## config.mk

```make
export PLATFORM = sky130hd
export DESIGN_NAME = dma_prio_arbiter
export DESIGN_NICKNAME = d
export VERILOG_FILES = /design/src/rtl/dma_arb_pkg.sv /design/src/rtl/arb_req_mask.sv /design/src/rtl/arb_level_pick.sv /design/src/rtl/arb_first_pick.sv /design/src/rtl/arb_grant_hold.sv /design/src/rtl/dma_prio_arbiter.sv
export SDC_FILE = /design/constraint.sdc
export NUM_CORES = 1
export LEC_CHECK = 0
export BUFFER_PORTS_ARGS = -buffer_cell sky130_fd_sc_hd__buf_2
export CAP_MARGIN = 20
export CORE_UTILIZATION = 50
export DETAILED_ROUTE_END_ITERATION = 8
export PLACE_DENSITY_LB_ADDON = 0.08
export SYNTH_ARGS = -nofsm -noshare
export SYNTH_HDL_FRONTEND = slang
export SYNTH_HIERARCHICAL = 1
export SYNTH_SLANG_ARGS = --single-unit
```

## constraint.sdc

```tcl
create_clock -name clk_i -period 9.8 [get_ports clk_i]
set_input_delay 0 -clock clk_i [delete_from_list [all_inputs] [get_ports clk_i]]
set_output_delay 0 -clock clk_i [all_outputs]
set_load 0.05 [all_outputs]
```

## src/rtl/dma_arb_pkg.sv

```systemverilog
package dma_arb_pkg;
  localparam int unsigned LVL_W = 2;
  typedef logic [LVL_W-1:0] lvl_t;
  localparam lvl_t LVL_LOW   = 2'd0;
  localparam lvl_t LVL_VHIGH = 2'd3;
endpackage

```

## src/rtl/arb_req_mask.sv

```systemverilog
module arb_req_mask #(
  parameter int unsigned NUM_CH = 7
) (
  input  logic [NUM_CH-1:0] req_i,
  input  logic [NUM_CH-1:0] en_i,
  output logic [NUM_CH-1:0] live_o,
  output logic              any_o
);
  // disabled channels never reach the level stage
  assign live_o = req_i & en_i;
  assign any_o  = |live_o;
endmodule

```

## src/rtl/arb_level_pick.sv

```systemverilog
module arb_level_pick
  import dma_arb_pkg::*;
#(
  parameter int unsigned NUM_CH = 7
) (
  input  logic [NUM_CH-1:0]       live_i,
  input  logic [NUM_CH*LVL_W-1:0] prio_i,
  output lvl_t                    top_lvl_o,
  output logic [NUM_CH-1:0]       cand_o
);
  lvl_t lvl [NUM_CH];

  genvar g;
  generate
    for (g = 0; g < NUM_CH; g++) begin : g_lvl
      assign lvl[g] = prio_i[g*LVL_W +: LVL_W];
    end
  endgenerate

  // Highest level present among live requesters
  function automatic lvl_t max_level(input logic [NUM_CH-1:0] live,
                                     input lvl_t levels [NUM_CH]);
    lvl_t best = LVL_LOW;
    for (int i = 0; i < NUM_CH; i++)
      if (live[i] && levels[i] > best) best = levels[i];
    return best;
  endfunction

  assign top_lvl_o = max_level(live_i, lvl);

  generate
    for (g = 0; g < NUM_CH; g++) begin : g_cand
      assign cand_o[g] = live_i[g] && (lvl[g] == top_lvl_o);
    end
  endgenerate
endmodule

```

## src/rtl/arb_first_pick.sv

```systemverilog
module arb_first_pick #(
  parameter int unsigned NUM_CH = 7
) (
  input  logic [NUM_CH-1:0] cand_i,
  output logic [NUM_CH-1:0] pick_o
);
  // lowest index among equal-level candidates
  function automatic logic [NUM_CH-1:0] lowest_bit(input logic [NUM_CH-1:0] v);
    logic [NUM_CH-1:0] r = '0;
    logic found = 1'b0;
    for (int i = 0; i < NUM_CH; i++) begin
      if (v[i] && !found) begin
        r[i]  = 1'b1;
        found = 1'b1;
      end
    end
    return r;
  endfunction

  assign pick_o = lowest_bit(cand_i);
endmodule

```

## src/rtl/arb_grant_hold.sv

```systemverilog
module arb_grant_hold #(
  parameter int unsigned NUM_CH = 7
) (
  input  logic              clk_i,
  input  logic              rst_ni,
  input  logic              rearb_i,
  input  logic [NUM_CH-1:0] pick_i,
  output logic [NUM_CH-1:0] grant_o
);
  logic [NUM_CH-1:0] grant_q;

  always_ff @(posedge clk_i) begin
    if (!rst_ni)      grant_q <= '0;
    else if (rearb_i) grant_q <= pick_i;
  end

  assign grant_o = grant_q;
endmodule

```

## src/rtl/dma_prio_arbiter.sv

```systemverilog
module dma_prio_arbiter
  import dma_arb_pkg::*;
#(
  parameter int unsigned NUM_CH = 7
) (
  input  logic                    clk_i,
  input  logic                    rst_ni,
  input  logic [NUM_CH-1:0]       req_i,
  input  logic [NUM_CH-1:0]       en_i,
  input  logic [NUM_CH*LVL_W-1:0] prio_i,
  input  logic                    done_i,
  output logic [NUM_CH-1:0]       grant_o,
  output logic                    busy_o
);
  // Internal events, named for the checker
  logic [NUM_CH-1:0] req_live;
  logic              req_any;
  lvl_t              lvl_top;
  logic [NUM_CH-1:0] cand_vec;
  logic [NUM_CH-1:0] pick_onehot;
  logic              rearb_en;
  logic [NUM_CH-1:0] grant_q;

  arb_req_mask #(.NUM_CH(NUM_CH)) u_mask (
    .req_i (req_i),
    .en_i  (en_i),
    .live_o(req_live),
    .any_o (req_any)
  );

  arb_level_pick #(.NUM_CH(NUM_CH)) u_lvl (
    .live_i   (req_live),
    .prio_i   (prio_i),
    .top_lvl_o(lvl_top),
    .cand_o   (cand_vec)
  );

  arb_first_pick #(.NUM_CH(NUM_CH)) u_first (
    .cand_i(cand_vec),
    .pick_o(pick_onehot)
  );

  // Decide only when the bus is free or the owner finishes its item
  assign rearb_en = !(|grant_q) || done_i;

  arb_grant_hold #(.NUM_CH(NUM_CH)) u_hold (
    .clk_i  (clk_i),
    .rst_ni (rst_ni),
    .rearb_i(rearb_en),
    .pick_i (pick_onehot),
    .grant_o(grant_q)
  );

  assign grant_o = grant_q;
  assign busy_o  = |grant_q;
endmodule

```

Word-level counts from Yosys, hierarchy flattened. Index checks and enable logic that the tools add are counted. Widths: inputs -> output; s select.

Bits in registers: 7. Output and inout port bits: 8.

Order comparisons: 7. Equality and inequality tests: 7. Muxes and demuxes: 19. Bitwise logic cells: 1. Reductions and logical operators: 29.

Operator list (number): $logic_and 1x1->1 (20); $eq 2x2->1 (7); $mux 2 (7); $gt 2x2->1 (6); $mux 1 (12); $and 7x7->7 (1); $logic_not 1->1 (7); $reduce_or 7->1 (1); $gt 2x1->1 const B (1); $logic_or 1x1->1 (1).

Longest topological paths before layout.
Word-level depth: 42. Gate-level depth with buffers: 41. Depth with buffers taken out: 41.

Modules after synthesis. Netlist, hierarchy kept.

By module, submodules not included: arb_level_pick (times used 1, cells each 99, area an instance 721.9 um2); arb_grant_hold (times used 1, cells each 22, area an instance 265.3 um2); arb_req_mask (times used 1, cells each 10, area an instance 73.8 um2); arb_first_pick (times used 1, cells each 9, area an instance 71.3 um2); dma_prio_arbiter (times used 1, cells each 4, area an instance 28.8 um2).

Worst setup path before layout. OpenSTA, ideal clock, no wires.

Kind: in2reg. From: in req_i[0]. To: reg u_hold.grant_q[6] (netlist: u_hold/grant_o[6]). Arrival time: 7.578 ns. Required time: 9.734 ns. Slack: 2.157 ns. Stages on the path: 41. Buffers on the path: 0. Path through: and2_1 > and2_1 > inv_1 > ha_1 > a21bo_1 > a21o_1 > mux2_2 > ha_1 > nor2_1 > nand2_1 > a221oi_2 > mux2_4 > ha_1 > nor2_1 > o211ai_1 > o32ai_4 > mux2i_2 > inv_1 > [... 5 more ...] > nor2_1 > a21oi_1 > ha_1 > nor2_1 > nand2_1 > o22ai_1 > a211o_2 > nand2_1 > ha_1 > nor2_1 > a21oi_1 > a2bb2oi_1 > a32oi_4 > mux2_4 > or4_4 > nor4b_2 > mux2i_1 > nor2b_1.

Word-level cells in the longest chain between the ends: 42. Elaborated cells between the ends (all ways): 54. Those cells by class: order compare: 6; eq/ne: 7; mux: 14; bitwise: 1; reduce/logical: 26.

Ends and longest elaborated chain: from (decl) (line dma_prio_arbiter.sv:8) `input logic [NUM_CH-1:0] req_i,`; $and 7x7->7 (*) (line arb_req_mask.sv:10) `assign live_o = req_i & en_i;`; $logic_and 1x1->1 (*) (line arb_level_pick.sv:25) `if (live[i] && levels[i] > best) best = levels[i];`; $mux 2 (*) (line arb_level_pick.sv:25); $gt 2x2->1 (line arb_level_pick.sv:25); $logic_and 1x1->1 (line arb_level_pick.sv:25); $mux 2 (*) (line arb_level_pick.sv:25); $gt 2x2->1 (line arb_level_pick.sv:25); $logic_and 1x1->1 (line arb_level_pick.sv:25); [... 13 more ...]; named net lvl_top[0] (line dma_prio_arbiter.sv:18) `lvl_t lvl_top;`; [... 2 more ...]; named net cand_vec[0] (line dma_prio_arbiter.sv:19) `logic [NUM_CH-1:0] cand_vec;`; [... 12 more ...]; $mux 1 (*) (line arb_first_pick.sv:12) `if (v[i] && !found) begin`; $logic_not 1->1 (line arb_first_pick.sv:12); $logic_and 1x1->1 (line arb_first_pick.sv:12); $mux 1 (*) (line arb_first_pick.sv:12); $logic_not 1->1 (*) (line arb_first_pick.sv:12); $logic_and 1x1->1 (*) (line arb_first_pick.sv:12); $mux 1 (*) (line arb_first_pick.sv:12); named net pick_onehot[6] (line dma_prio_arbiter.sv:20) `logic [NUM_CH-1:0] pick_onehot;`; to (signal assigned) (line arb_grant_hold.sv:14) `else if (rearb_i) grant_q <= pick_i;`; to (decl) (line arb_grant_hold.sv:10) `logic [NUM_CH-1:0] grant_q;`.

The timed path passes the listed nets; every way through them passes the cells marked *. A chain may end at the register's enable or synchronous reset.

Final worst setup path.
From: in req_i[0]. To: reg u_hold.grant_q[5] (netlist: u_hold/grant_o[5]).

Word-level cells in the longest chain between the ends: 39. Elaborated cells between the ends (all ways): 49. Those cells by class: order compare: 6; eq/ne: 6; mux: 13; bitwise: 1; reduce/logical: 23.

Ends and longest elaborated chain: $and 7x7->7 (*) (line arb_req_mask.sv:10); named net req_live[0] (line dma_prio_arbiter.sv:16) `logic [NUM_CH-1:0] req_live;`; $logic_and 1x1->1 (*) (line arb_level_pick.sv:25); $mux 2 (*) (line arb_level_pick.sv:25); $gt 2x2->1 (line arb_level_pick.sv:25); $logic_and 1x1->1 (line arb_level_pick.sv:25); $mux 2 (*) (line arb_level_pick.sv:25); $gt 2x2->1 (line arb_level_pick.sv:25); [... 14 more ...]; named net lvl_top[0] (line dma_prio_arbiter.sv:18); [... 2 more ...]; named net cand_vec[0] (line dma_prio_arbiter.sv:19); [... 9 more ...]; $mux 1 (*) (line arb_first_pick.sv:12); $logic_not 1->1 (line arb_first_pick.sv:12); $logic_and 1x1->1 (line arb_first_pick.sv:12); $mux 1 (*) (line arb_first_pick.sv:12); $logic_not 1->1 (*) (line arb_first_pick.sv:12); $logic_and 1x1->1 (*) (line arb_first_pick.sv:12); $mux 1 (*) (line arb_first_pick.sv:12); named net pick_onehot[5] (line dma_prio_arbiter.sv:20).

Marks and branches as above.

==> flow_summary.ini <==
[power_and_ir_drop]
p_leak_nw = 0.6758
power_mw = 0.1417
ir_drop_v = 0.0001496
p_per_area_mw_per_mm2 = 104.8

[global_route]
antenna_found_initial = 0
grt_overflow = 0
grt_max_degree = 8
grt_pass1_vias = 1108
grt_pass1_wl_um = 4353
track_usage = 0.2166

[finish]
largest_reg_flops = 7
final_cell_mix = buf_2 (38), nand2_1 (13), mux2i_1 (12), inv_1 (11), and2_1 (9)
final_layout_size_suffix_gt1_frac = 0.3483
layout_commonest_cell = buf_2
syn2layout_area_growth_pct = 19.73
fin_nets = 217
fin_area_mm2 = 0.001351
diodes = 0

[timing]
relSlewSlack = 0.7356
finalCritPeriodShare = 0.8467
grt_setup_unrepaired = no
worstMarginPinSlew_ns = 0.3958
skew_ns = 0.004451
tns_ns = 0
period_minus_slack_ns = 8.298
setup_viol = 0
hold_viol_final = 0
maxSlewViolCount = 0
timing.fmax_mhz = 120.5

[critical_path]
critPathLaunch = req_i[0]
start_kind = input pin
r2r-start = u_hold/grant_o[6]$_SDFFE_PN0P_
critPathKind = input pin to register
worst_ep_required_time_ns = 9.99
cp_slowest_cell = or4_4
arrival_ns = 8.48
critPathMaxStageDelay_ns = 0.54
critPathCaptureType = register
r2r_slack_ns = 8.34
cp_max_fo = 6

[drt]
top_layer = met3
wl_met3_um = 87
wl_per_cell_um = 11.59
routed_wl_um = 2376
vias = 1102
detail-route-antenna-nets = 0
drcViolationCount = 0
drt_iter0_markers = 11
met2_length_um = 1161
vias_per_cell = 5.376
wl_met1_um = 1128
drtPass1Iterations = 4

[cts]
cts_max_level = 1
path_clk_slew_ns = 0.05
cts_tree = built
clk_latency_ns = 0.25
cts-root-buf = clkbuf_4
postCtsHoldBufs = 0
cts_sinks = 7
cts_buffers = 3
cts_resized = 0
clock_path_buffers = 2
cts_setup_buffers = 0

[place]
hpwlAfterDp_um = 2018
gp_congestion = 0.8361
io_buffer_count = 38
placed_area_mm2 = 0.001325

[synth]
yosysWarnings = 6
synth_nets = 178
avgSynthCellArea_um2 = 8.061
syn_inst = 140
netlist_area_mm2 = 0.001129

[die]
initial_core_util = 0.5527
fp-row-count = 16
ioPinCount = 39
die_x_um = 49.51
dieArea_mm2 = 0.002451
core_region_area_mm2 = 0.002042
die_y_um = 49.51

[worst_hold_path]
hp-start = rst_ni
hold_class = input pin to register

[status]
outcome = finished clean

[flow_run]
maxCapViolCount = 0
==> worst paths after layout <==
check                                        end  depth (start not counted)
setup / recovery  u_hold/grant_o[5]$_SDFFE_PN0P_                         42
hold / removal    u_hold/grant_o[1]$_SDFFE_PN0P_                          2
setup reg to reg  u_hold/grant_o[5]$_SDFFE_PN0P_                          4
hold reg to reg   u_hold/grant_o[5]$_SDFFE_PN0P_                          2
==> stage by stage <==
stage / hold slack [ns] / cells / util / worst slack [ns]
floorplan: 0.1282 / 140 / - / 2.157
global placement: 0.2900 / 201 / 0.6489 / 1.526
finish: 0.03422 / 205 / 0.6618 / 1.502
detailed placement: 0.2982 / 201 / 0.6489 / 1.272
global route: 0.05473 / 205 / 0.6618 / 0.8702
CTS: 0.03796 / 205 / 0.6618 / 1.500
==> area by class of cell <==
type / count / area [µm²]
Multi-Input combinational cell: 118 / 919.6
Fill cell: 210 / 690.7
Timing Repair Buffer: 38 / 190.2
Sequential cell: 7 / 140.1
Inverter: 11 / 41.29
Tap cell: 27 / 33.78
Clock buffer: 4 / 26.28
==> metal layers <==
metal,vias to the layer above,global-route usage
met3,0,0.03704
li1,582,-
met1,491,0.2644
met5,-,0
met4,0,0.009524
met2,29,0.4110
==> worst max-delay path: cells and delay by family <==
kind | cells | cell delay, ns
muxes | 5 | 1.45
buffers and inverters | 3 | 0.22
adders and majority gates | 6 | 1.74
AOI/OAI and AO/OA | 13 | 2.52
and+or+nand+nor | 15 | 2.53
==> power breakdown <==
part / internal, mW / switching, mW
Sequential: 0.0301 / 0.00127
Combinational: 0.0363 / 0.0481
Clock: 0.0155 / 0.0105
Total: 0.0819 / 0.0598
Note: power is estimated with default switching activity, not from simulation.
